$ cat src/rtl/cdma_pkg.sv
package cdma_pkg;

    localparam int CFG_W = 32;

    typedef enum logic [1:0] {
        SEL_CTRL  = 2'd0,
        SEL_PADDR = 2'd1,
        SEL_MADDR = 2'd2,
        SEL_COUNT = 2'd3
    } cfg_sel_e;

    // Packed control word; the first field is the most significant.
    typedef struct packed {
        logic [1:0] prio;     // [12:11]
        logic [1:0] msize;    // [10:9]
        logic [1:0] psize;    // [8:7]
        logic       minc;     // [6]
        logic       pinc;     // [5]
        logic       circ;     // [4]
        logic       mem2per;  // [3]
        logic       full_ie;  // [2]
        logic       half_ie;  // [1]
        logic       en;       // [0]
    } ctrl_t;

    localparam int CTRL_W = $bits(ctrl_t);

    typedef enum logic [1:0] {
        ST_IDLE,
        ST_READ,
        ST_WRITE,
        ST_DONE
    } seq_state_e;

    function automatic logic [3:0] size_step(input logic [1:0] sz);
        return 4'd1 << sz;
    endfunction

    // While the channel runs, only enable and the two interrupt enables move.
    function automatic ctrl_t ctrl_merge(input ctrl_t cur, input ctrl_t wr);
        ctrl_t res;
        if (cur.en) begin
            res         = cur;
            res.en      = wr.en;
            res.half_ie = wr.half_ie;
            res.full_ie = wr.full_ie;
        end else begin
            res = wr;
        end
        return res;
    endfunction

endpackage

$ cat src/rtl/cdma_regs.sv
module cdma_regs
    import cdma_pkg::*;
#(
    parameter int AW = 32,
    parameter int CW = 16
) (
    input  logic             clk,
    input  logic             rst,
    input  logic             cfg_we,
    input  logic [1:0]       cfg_sel,
    input  logic [CFG_W-1:0] cfg_wdata,
    input  logic             hw_stop,
    output ctrl_t            ctrl,
    output logic [AW-1:0]    pbase,
    output logic [AW-1:0]    mbase,
    output logic [CW-1:0]    total
);

    cfg_sel_e sel;
    assign sel = cfg_sel_e'(cfg_sel);

    always_ff @(posedge clk) begin
        if (rst) begin
            ctrl  <= '0;
            pbase <= '0;
            mbase <= '0;
            total <= '0;
        end else begin
            if (cfg_we && sel == SEL_CTRL)
                ctrl <= ctrl_merge(ctrl, ctrl_t'(cfg_wdata[CTRL_W-1:0]));
            if (hw_stop)
                ctrl.en <= 1'b0;
            if (cfg_we && !ctrl.en) begin
                case (sel)
                    SEL_PADDR: pbase <= cfg_wdata[AW-1:0];
                    SEL_MADDR: mbase <= cfg_wdata[AW-1:0];
                    SEL_COUNT: total <= cfg_wdata[CW-1:0];
                    default:   ;
                endcase
            end
        end
    end


    base_locked_chk: assert property (@(posedge clk) disable iff (rst)
        ctrl.en |=> $stable(pbase) && $stable(mbase) && $stable(total));


    ctrl_locked_chk: assert property (@(posedge clk) disable iff (rst)
        ctrl.en |=> $stable(ctrl.prio) && $stable(ctrl.msize) && $stable(ctrl.psize)
                    && $stable(ctrl.minc) && $stable(ctrl.pinc)
                    && $stable(ctrl.circ) && $stable(ctrl.mem2per));

endmodule

$ cat src/rtl/cdma_track.sv
module cdma_track
    import cdma_pkg::*;
#(
    parameter int AW = 32,
    parameter int CW = 16
) (
    input  logic             clk,
    input  logic             rst,
    input  ctrl_t            ctrl,
    input  logic [AW-1:0]    pbase,
    input  logic [AW-1:0]    mbase,
    input  logic [CW-1:0]    total,
    input  logic             cfg_we,
    input  logic [1:0]       cfg_sel,
    input  logic [CFG_W-1:0] cfg_wdata,
    input  logic             xfer_done,
    input  logic [1:0]       flag_clr,
    output logic [AW-1:0]    cur_pa,
    output logic [AW-1:0]    cur_ma,
    output logic [CW-1:0]    cnt,
    output logic             half_flag,
    output logic             full_flag,
    output logic             hw_stop
);

    logic [CW-1:0] cnt_nx;
    logic          reach_zero;
    logic          reach_half;
    logic [AW-1:0] pstep;
    logic [AW-1:0] mstep;
    cfg_sel_e      sel;

    assign sel        = cfg_sel_e'(cfg_sel);
    assign cnt_nx     = cnt - 1'b1;
    assign reach_zero = (cnt_nx == '0);
    assign reach_half = (cnt_nx == (total >> 1));
    assign pstep      = AW'(size_step(ctrl.psize));
    assign mstep      = AW'(size_step(ctrl.msize));
    assign hw_stop    = xfer_done && reach_zero && !ctrl.circ;

    always_ff @(posedge clk) begin
        if (rst) begin
            cur_pa    <= '0;
            cur_ma    <= '0;
            cnt       <= '0;
            half_flag <= 1'b0;
            full_flag <= 1'b0;
        end else begin
            half_flag <= (half_flag && !flag_clr[0]) || (xfer_done && reach_half);
            full_flag <= (full_flag && !flag_clr[1]) || (xfer_done && reach_zero);
            if (xfer_done) begin
                if (reach_zero && ctrl.circ) begin
                    cnt    <= total;
                    cur_pa <= pbase;
                    cur_ma <= mbase;
                end else begin
                    cnt <= cnt_nx;
                    if (ctrl.pinc) cur_pa <= cur_pa + pstep;
                    if (ctrl.minc) cur_ma <= cur_ma + mstep;
                end
            end else if (cfg_we && !ctrl.en) begin
                case (sel)
                    SEL_PADDR: cur_pa <= cfg_wdata[AW-1:0];
                    SEL_MADDR: cur_ma <= cfg_wdata[AW-1:0];
                    SEL_COUNT: cnt    <= cfg_wdata[CW-1:0];
                    default:   ;
                endcase
            end
        end
    end


    cnt_bound_chk: assert property (@(posedge clk) disable iff (rst)
        cnt <= total);


    cnt_step_chk: assert property (@(posedge clk) disable iff (rst)
        (xfer_done && cnt > 1) |=> (cnt == $past(cnt) - 1'b1));


    circ_reload_chk: assert property (@(posedge clk) disable iff (rst)
        (xfer_done && cnt == 1 && ctrl.circ) |=> (cnt == total && cur_ma == mbase && cur_pa == pbase));


    full_set_chk: assert property (@(posedge clk) disable iff (rst)
        (xfer_done && cnt == 1) |=> full_flag);

endmodule

$ cat src/rtl/cdma_seq.sv
module cdma_seq
    import cdma_pkg::*;
#(
    parameter int AW = 32,
    parameter int DW = 32
) (
    input  logic          clk,
    input  logic          rst,
    input  logic          go_ok,
    input  logic          req,
    input  logic [AW-1:0] src_addr,
    input  logic [AW-1:0] dst_addr,
    input  logic [1:0]    src_size,
    input  logic [1:0]    dst_size,
    input  logic          bus_ready,
    input  logic [DW-1:0] bus_rdata,
    output logic          bus_valid,
    output logic          bus_write,
    output logic [AW-1:0] bus_addr,
    output logic [1:0]    bus_size,
    output logic [DW-1:0] bus_wdata,
    output logic          xfer_done,
    output logic          ack
);

    seq_state_e    state;
    logic [DW-1:0] hold_q;

    always_ff @(posedge clk) begin
        if (rst) begin
            state  <= ST_IDLE;
            hold_q <= '0;
        end else begin
            case (state)
                ST_IDLE:  if (go_ok && req) state <= ST_READ;
                ST_READ:  if (bus_ready) begin
                              hold_q <= bus_rdata;
                              state  <= ST_WRITE;
                          end
                ST_WRITE: if (bus_ready) state <= ST_DONE;
                default:  state <= ST_IDLE;
            endcase
        end
    end

    assign bus_valid = (state == ST_READ) || (state == ST_WRITE);
    assign bus_write = (state == ST_WRITE);
    assign bus_addr  = bus_write ? dst_addr : src_addr;
    assign bus_size  = bus_write ? dst_size : src_size;
    assign bus_wdata = hold_q;
    assign xfer_done = (state == ST_WRITE) && bus_ready;
    assign ack       = (state == ST_DONE);


    bus_hold_chk: assert property (@(posedge clk) disable iff (rst)
        (bus_valid && !bus_ready) |=> (bus_valid && $stable(bus_write) && $stable(bus_addr)));


    ack_pulse_chk: assert property (@(posedge clk) disable iff (rst)
        ack |=> !ack);


    read_first_chk: assert property (@(posedge clk) disable iff (rst)
        $rose(bus_valid) |-> !bus_write);

endmodule

$ cat src/rtl/cdma_channel.sv
module cdma_channel
    import cdma_pkg::*;
#(
    parameter int AW = 32,
    parameter int DW = 32,
    parameter int CW = 16
) (
    input  logic             clk,
    input  logic             rst,
    input  logic             cfg_we,
    input  logic [1:0]       cfg_sel,
    input  logic [CFG_W-1:0] cfg_wdata,
    input  logic [1:0]       flag_clr,
    input  logic             req,
    output logic             ack,
    output logic             bus_valid,
    output logic             bus_write,
    output logic [AW-1:0]    bus_addr,
    output logic [1:0]       bus_size,
    output logic [DW-1:0]    bus_wdata,
    input  logic [DW-1:0]    bus_rdata,
    input  logic             bus_ready,
    output logic             chan_on,
    output logic [1:0]       prio,
    output logic [CW-1:0]    cnt_left,
    output logic             half_flag,
    output logic             full_flag,
    output logic             irq
);

    ctrl_t         ctrl;
    logic [AW-1:0] pbase, mbase, cur_pa, cur_ma;
    logic [CW-1:0] total, cnt;
    logic          hw_stop, xfer_done;
    logic [AW-1:0] src_addr, dst_addr;
    logic [1:0]    src_size, dst_size;

    cdma_regs #(.AW(AW), .CW(CW)) u_regs (
        .clk(clk), .rst(rst), .cfg_we(cfg_we), .cfg_sel(cfg_sel),
        .cfg_wdata(cfg_wdata), .hw_stop(hw_stop), .ctrl(ctrl),
        .pbase(pbase), .mbase(mbase), .total(total)
    );

    cdma_track #(.AW(AW), .CW(CW)) u_track (
        .clk(clk), .rst(rst), .ctrl(ctrl), .pbase(pbase), .mbase(mbase),
        .total(total), .cfg_we(cfg_we), .cfg_sel(cfg_sel), .cfg_wdata(cfg_wdata),
        .xfer_done(xfer_done), .flag_clr(flag_clr), .cur_pa(cur_pa),
        .cur_ma(cur_ma), .cnt(cnt), .half_flag(half_flag),
        .full_flag(full_flag), .hw_stop(hw_stop)
    );

    assign src_addr = ctrl.mem2per ? cur_ma : cur_pa;
    assign dst_addr = ctrl.mem2per ? cur_pa : cur_ma;
    assign src_size = ctrl.mem2per ? ctrl.msize : ctrl.psize;
    assign dst_size = ctrl.mem2per ? ctrl.psize : ctrl.msize;

    cdma_seq #(.AW(AW), .DW(DW)) u_seq (
        .clk(clk), .rst(rst), .go_ok(ctrl.en && cnt != '0), .req(req),
        .src_addr(src_addr), .dst_addr(dst_addr), .src_size(src_size),
        .dst_size(dst_size), .bus_ready(bus_ready), .bus_rdata(bus_rdata),
        .bus_valid(bus_valid), .bus_write(bus_write), .bus_addr(bus_addr),
        .bus_size(bus_size), .bus_wdata(bus_wdata), .xfer_done(xfer_done),
        .ack(ack)
    );

    assign chan_on  = ctrl.en;
    assign prio     = ctrl.prio;
    assign cnt_left = cnt;
    assign irq      = (half_flag && ctrl.half_ie) || (full_flag && ctrl.full_ie);


    oneshot_stop_chk: assert property (@(posedge clk) disable iff (rst)
        (xfer_done && cnt == 1 && !ctrl.circ) |=> !chan_on);


    no_start_off_chk: assert property (@(posedge clk) disable iff (rst)
        (!bus_valid && !ack && (!chan_on || cnt_left == '0)) |=> !bus_valid);

endmodule

$ cat config.mk
export PLATFORM = sky130hd
export DESIGN_NAME = cdma_channel
export DESIGN_NICKNAME = d
export VERILOG_FILES = /design/src/rtl/cdma_pkg.sv /design/src/rtl/cdma_regs.sv /design/src/rtl/cdma_track.sv /design/src/rtl/cdma_seq.sv /design/src/rtl/cdma_channel.sv
export SDC_FILE = /design/constraint.sdc
export NUM_CORES = 1
export LEC_CHECK = 0
export CORE_MARGIN = 3
export CORE_UTILIZATION = 60
export CTS_CLUSTER_DIAMETER = 30
export DETAILED_ROUTE_END_ITERATION = 12
export GPL_ROUTABILITY_DRIVEN = 1
export GPL_TIMING_DRIVEN = 0
export PLACE_DENSITY = 0.84
export SLEW_MARGIN = 20
export SYNTH_ARGS = -nofsm -noshare
export SYNTH_HDL_FRONTEND = slang
export SYNTH_SLANG_ARGS = --single-unit
$ cat constraint.sdc
create_clock -name clk -period 9 [get_ports clk]
set_input_delay 1.35 -clock clk [delete_from_list [all_inputs] [get_ports clk]]
set_output_delay 1.35 -clock clk [all_outputs]
set_load 0.005 [all_outputs]
### Word level (Yosys, flattened, before mapping)

Cells that the tools add are included.

* equality and inequality tests: 12
* add/subtract/negate cells: 3
* multiplexer cells: 24
* shift-type cells: 2
* bitwise operators: 1
* divide/modulo/power cells: 0
* reductions and logical operators: 39
* $mul: 0
* $lt $le $gt $ge: 0

Operators with widths (count)
* 32-bit 2-to-1 mux: 13
* 32-bit by 4-bit adder with 32-bit output: 2
* 16-bit 2-to-1 mux: 4
* 16-bit by 15-bit == test with 1-bit output: 1
* 16-bit zero test: 1
* 16-bit nonzero test: 1
* 16-bit by 1-bit subtractor with 16-bit output, second input constant: 1
* 1-bit logical AND: 13
* 2-bit 2-to-1 mux: 6
* 2-bit AND reduction: 6
* 3-bit AND reduction: 3
* 2-bit == test, second input constant: 4
* 2-bit nonzero test: 4
* 1-bit by 2-bit << shifter with 4-bit output, first input constant: 2
* 3-bit != test, second input constant: 2
* 2-bit case mux with 3 select lines: 1
* 2-bit by 1-bit == test with 1-bit output, second input constant: 2
* 1-bit zero test: 4
* 2-bit zero test: 2
* 1-bit logical OR: 4
* 2-bit != test, second input constant: 2
* 2-bit by 1-bit != test with 1-bit output, second input constant: 1
* 2-bit OR reduction: 1
* 1-bit NOT: 1

* register bits after elaboration: 209
* bits in read-only memories: 0
* input port bits: 73
* bits in writable memories: 0
* bits in latches: 0
* memories kept: 0
* output and inout bits: 91
* logic and storage cells: 101

### Depth between registers and ports, before layout

* depth after elaboration: 5
* mapped depth: 14
* depth with buffers taken out: 11

### Hierarchy

A second synthesis with hierarchy kept.

* cells, all modules: 1501
* area, all modules: 13696.9 um2

Modules (own cells, without submodules)
* cdma_track: sequential area each 1641.6 um2, instances 1, area each 7049.3 um2, cells each 875
* cdma_regs: sequential area each 1861.8 um2, instances 1, area each 3782.4 um2, cells each 344
* cdma_seq: sequential area each 680.7 um2, instances 1, area each 1905.6 um2, cells each 199
* cdma_channel: sequential area each 0.0 um2, instances 1, area each 959.7 um2, cells each 83

### Worst setup path before layout

No wires, ideal clock.

* kind: register to output
* from: register u_seq.state[0]
* to: output port bus_addr[11]
* required time: 7.650 ns
* data arrival time: 1.660 ns
* cell stages (with the launch flop): 8
* path buffers: 2
* setup slack: 5.990 ns
* cell sequence: dfxtp_1 inv_1 ha_1 xor2_1 clkbuf_1 clkbuf_1 nand2_1 o21ai_0

* cells in the longest elaborated chain, start to end: 2

RTL lines
* start, declared: line cdma_seq.sv:26 `seq_state_e state;`
* start signal, assigned: line cdma_seq.sv:31 `state <= ST_IDLE;`
* start signal, assigned: line cdma_seq.sv:35 `ST_IDLE: if (go_ok && req) state <= ST_READ;`
* start signal, assigned: line cdma_seq.sv:38 `state <= ST_WRITE;`
* 2-bit == test: line cdma_seq.sv:47 `assign bus_write = (state == ST_WRITE);`
* via bus_write: line cdma_channel.sv:17 `output logic bus_write,`
* 32-bit 2-to-1 mux: line cdma_seq.sv:48 `assign bus_addr = bus_write ? dst_addr : src_addr;`
* end, declared: line cdma_channel.sv:18 `output logic [AW-1:0] bus_addr,`

The timed path passes the listed nets, and every way through them passes these cells.

### Final worst setup path

* from: register u_seq.state[0]
* to: output port bus_addr[11]

* cells in the longest elaborated chain, start to end: 2

RTL lines (line)
* 2-bit == test: cdma_seq.sv:47
* 32-bit 2-to-1 mux: cdma_seq.sv:48

No other way between the ends.

==> results.json <==
{
  "status": "completed",
  "cts_hold_buffers": 0,
  "critPathLaunchType": "register",
  "slew_violations": 0,
  "globalplace.congestion": 1.06,
  "power_frac_clock": 0.532,
  "insertedDiodeCount": 0,
  "ir_drop_v": 0.000178,
  "cts_resized": 0,
  "ys_seq_area_frac": 0.361,
  "grt_max_degree": 12,
  "grt_pass1_vias": 13175,
  "firstDrtPassIters": 6,
  "hp-class": "reg -> reg",
  "cts.sinks": 209,
  "critPathCaptureType": "primary output",
  "portBuffers": 163,
  "cts_buffer_depth": 3,
  "max_cap_viol_count": 0,
  "synth_mux_area_frac": 0.0481,
  "ys_types": 79,
  "wl_per_cell_um": 23.9,
  "seqPwrFrac": 0.315,
  "cp_max_fo": 10,
  "cts_tree": "built",
  "slowest_stage": "clkbuf_1",
  "synth_area_leaders": "dfxtp_1, nand2_1, a21oi_1, xnor2_1, clkbuf_1",
  "synthAdderAreaFrac": 0.0186,
  "grt_overflow": 0,
  "min_period_over_period": 0.559,
  "mostFrequentLayoutCells": "nand2_1, dfxtp_1, a21oi_1, clkdlybuf4s50_1, clkbuf_1",
  "synthXorXnorAreaFrac": 0.0506,
  "cts_setup_buffers": 0,
  "clk_pin_slew_ps": 50,
  "syn-instance-count": 1502,
  "ant_nets": 0,
  "tightestPinTransition_ps": 996,
  "dp_hpwl_mm": 32.7,
  "syn-num-nets": 1591,
  "synth_top_family_by_area": "compound AO/OA/AOI/OAI gates",
  "insertion_delay_ps": 530,
  "crit_required_ps": 7650,
  "synth.top_cell.area_share": 0.361,
  "crit_path_frequent_cell": "clkbuf_1",
  "max_stage_delay_ps": 610,
  "grt_use_total": 0.439,
  "comb_power_share": 0.153,
  "wl_mm": 47.9,
  "die_w_um": 145,
  "setup_tns_ps": 0,
  "final_common_cell": "nand2_1",
  "die-area_um2": 21000,
  "ys_warn_count": 0,
  "yosys.area_share.simple": 0.224,
  "power.switching_uw": 894,
  "cts_inserted_buffers": 44,
  "yosysTopAreaCell": "dfxtp_1",
  "rsz0062_at_grt": "false",
  "crit_type": "reg -> out",
  "ys_ff_latch": 209,
  "synth_edf_count": 0,
  "p_int_uw": 2430,
  "ios": 164,
  "fin_skew_ps": 13.3,
  "p_leak_uw": 0.00535,
  "min_period_ps": 5040,
  "fmax_ghz": 0.199,
  "worst-r2r-setup-slack_ps": 4890,
  "drc": 0,
  "avgViaCountPerCell": 6.64,
  "setup_violations": 0,
  "arrival_ps": 3690,
  "vias": 13316,
  "syn2layout_area_growth_pct": 30.8,
  "synth-compound-area-share": 0.240,
  "syn_area_per_cell_um2": 7.71,
  "synth_ff_type": "dfxtp_1",
  "drive_gt1_frac": 0.0842,
  "drt_iter0_markers": 1937,
  "cts-root-buf": "clkbuf_16",
  "crit_chain": "inv_1 -> ha_1 -> xor2_1 -> clkbuf_1 -> clkbuf_1 -> nand2_1 -> o21ai_0 -> clkdlybuf4s50_1",
  "syn-cell-area_um2": 11600,
  "core_area_um2": 18800,
  "rows": 50,
  "slew_headroom": 0.330,
  "finalHoldViolCount": 0,
  "htreeDepth": 2,
  "synth-async-reset-ratio": 0,
  "final_nets": 1800,
  "die_h_um": 145,
  "grt_pass1_wl_mm": 73.7,
  "post-route-util": 0.805,
  "p_sw_frac": 0.269,
  "p_per_area_nw_per_um2": 219,
  "start_util": 0.615,
  "antenna_found_initial": 0
}
## cell type report
cell class,count,area (um2)
timing repair buffer,163,1630
buffer,120,528
tap,260,325
multi-input combinational,1136,6740
clock inverter,27,398
sequential,209,4180
clock buffer,53,1220
fill,1266,3670
inverter,37,139
## power by group through the flow
stage | clock network (uW) | logic, uW | registers [uW]
final | 1770 | 508 | 1050
after global routing | 1810 | 543 | 1050
after CTS | 1760 | 494 | 1040
after detailed placement | 0 | 484 | 1060
after global placement | 0 | 476 | 1050
after floorplan | 0 | 279 | 1040
## sequential cells by signal (all words and copies together), names as in the netlist
| signal | count |
|---|---|
| u_track.full_flag | 1 |
| u_seq.state | 2 |
| u_regs.pbase | 32 |
| u_regs.mbase | 32 |
| u_regs.ctrl | 13 |
| u_regs.total | 16 |
| u_track.cur_ma | 32 |
| u_track.half_flag | 1 |
| u_track.cur_pa | 32 |
| u_track.cnt | 16 |
| u_seq.bus_wdata | 32 |
## metrics by stage
| step | cell area [um2] | total power (uW) | std cells | setup WS, ps | hold slack (ps) |
|---|---|---|---|---|---|
| after floorplan | 11600 | 1320 | 1502 | 5990 | 433 |
| after global placement | 13500 | 1530 | 1925 | 4780 | 439 |
| after detailed placement | 13500 | 1540 | 1925 | 4770 | 446 |
| after CTS | 15200 | 3300 | 2005 | 4130 | 452 |
| after global routing | 15200 | 3400 | 2005 | 3960 | 468 |
| final | 15200 | 3320 | 2005 | 3960 | 451 |
## cells in the mapped netlist (all sizes together), types with 8 or more instances
cell type	n
a2111oi	13
a211oi	29
a21oi	198
a221oi	11
a31oi	14
and2	8
and4	11
buf	23
clkbuf	97
dfxtp	209
ha	14
inv	36
mux2	29
mux2i	23
nand2	320
nand3	37
nand4	24
nor2	83
nor3	19
nor4	21
o211ai	23
o21ai	65
o221ai	21
o31ai	15
xnor2	52
xor2	15
## final timing paths
path         depth (start not counted)                            start                         endpoint
max                                  8      u_seq.state[0]$_SDFFE_PP0P_                     bus_addr[11]
min                                  2  u_seq.bus_wdata[7]$_SDFFE_PP0P_  u_seq.bus_wdata[7]$_SDFFE_PP0P_
max reg2reg                         12      u_track.cnt[0]$_SDFFE_PP0P_  u_track.cur_pa[22]$_SDFFE_PP0P_
min reg2reg                          2  u_seq.bus_wdata[7]$_SDFFE_PP0P_  u_seq.bus_wdata[7]$_SDFFE_PP0P_
## worst max-delay path, delay by kind of cell, from the launching register on
kind | cells | cell delay [ps]
DFF | 1 | 400
adders and majority gates | 1 | 340
xor gates and xnor gates | 1 | 470
AOI/OAI and AO/OA | 1 | 160
and+or+nand+nor | 1 | 90
buffers and inverters | 4 | 1700
## logic make-up (layout without fill, tap and decap cells)
family,Yosys count,count (layout)
AO/OA/AOI/OAI,433,433
XOR/XNOR,67,67
adder cells (fa/ha/maj),16,16
buffers and inverters,157,400
flip-flops,209,209
multiplexers,52,52
AND/OR/NAND/NOR,568,568
## per-layer routing
layer / up-vias / global-route usage / share of wire
li1: 5801 / - / -
met1: 6158 / 0.517 / 0.34
met2: 1056 / 0.687 / 0.43
met3: 301 / 0.126 / 0.14
met4: 0 / 0.310 / 0.087
met5: - / 0 / 0
(Power assumes the default switching activity.)
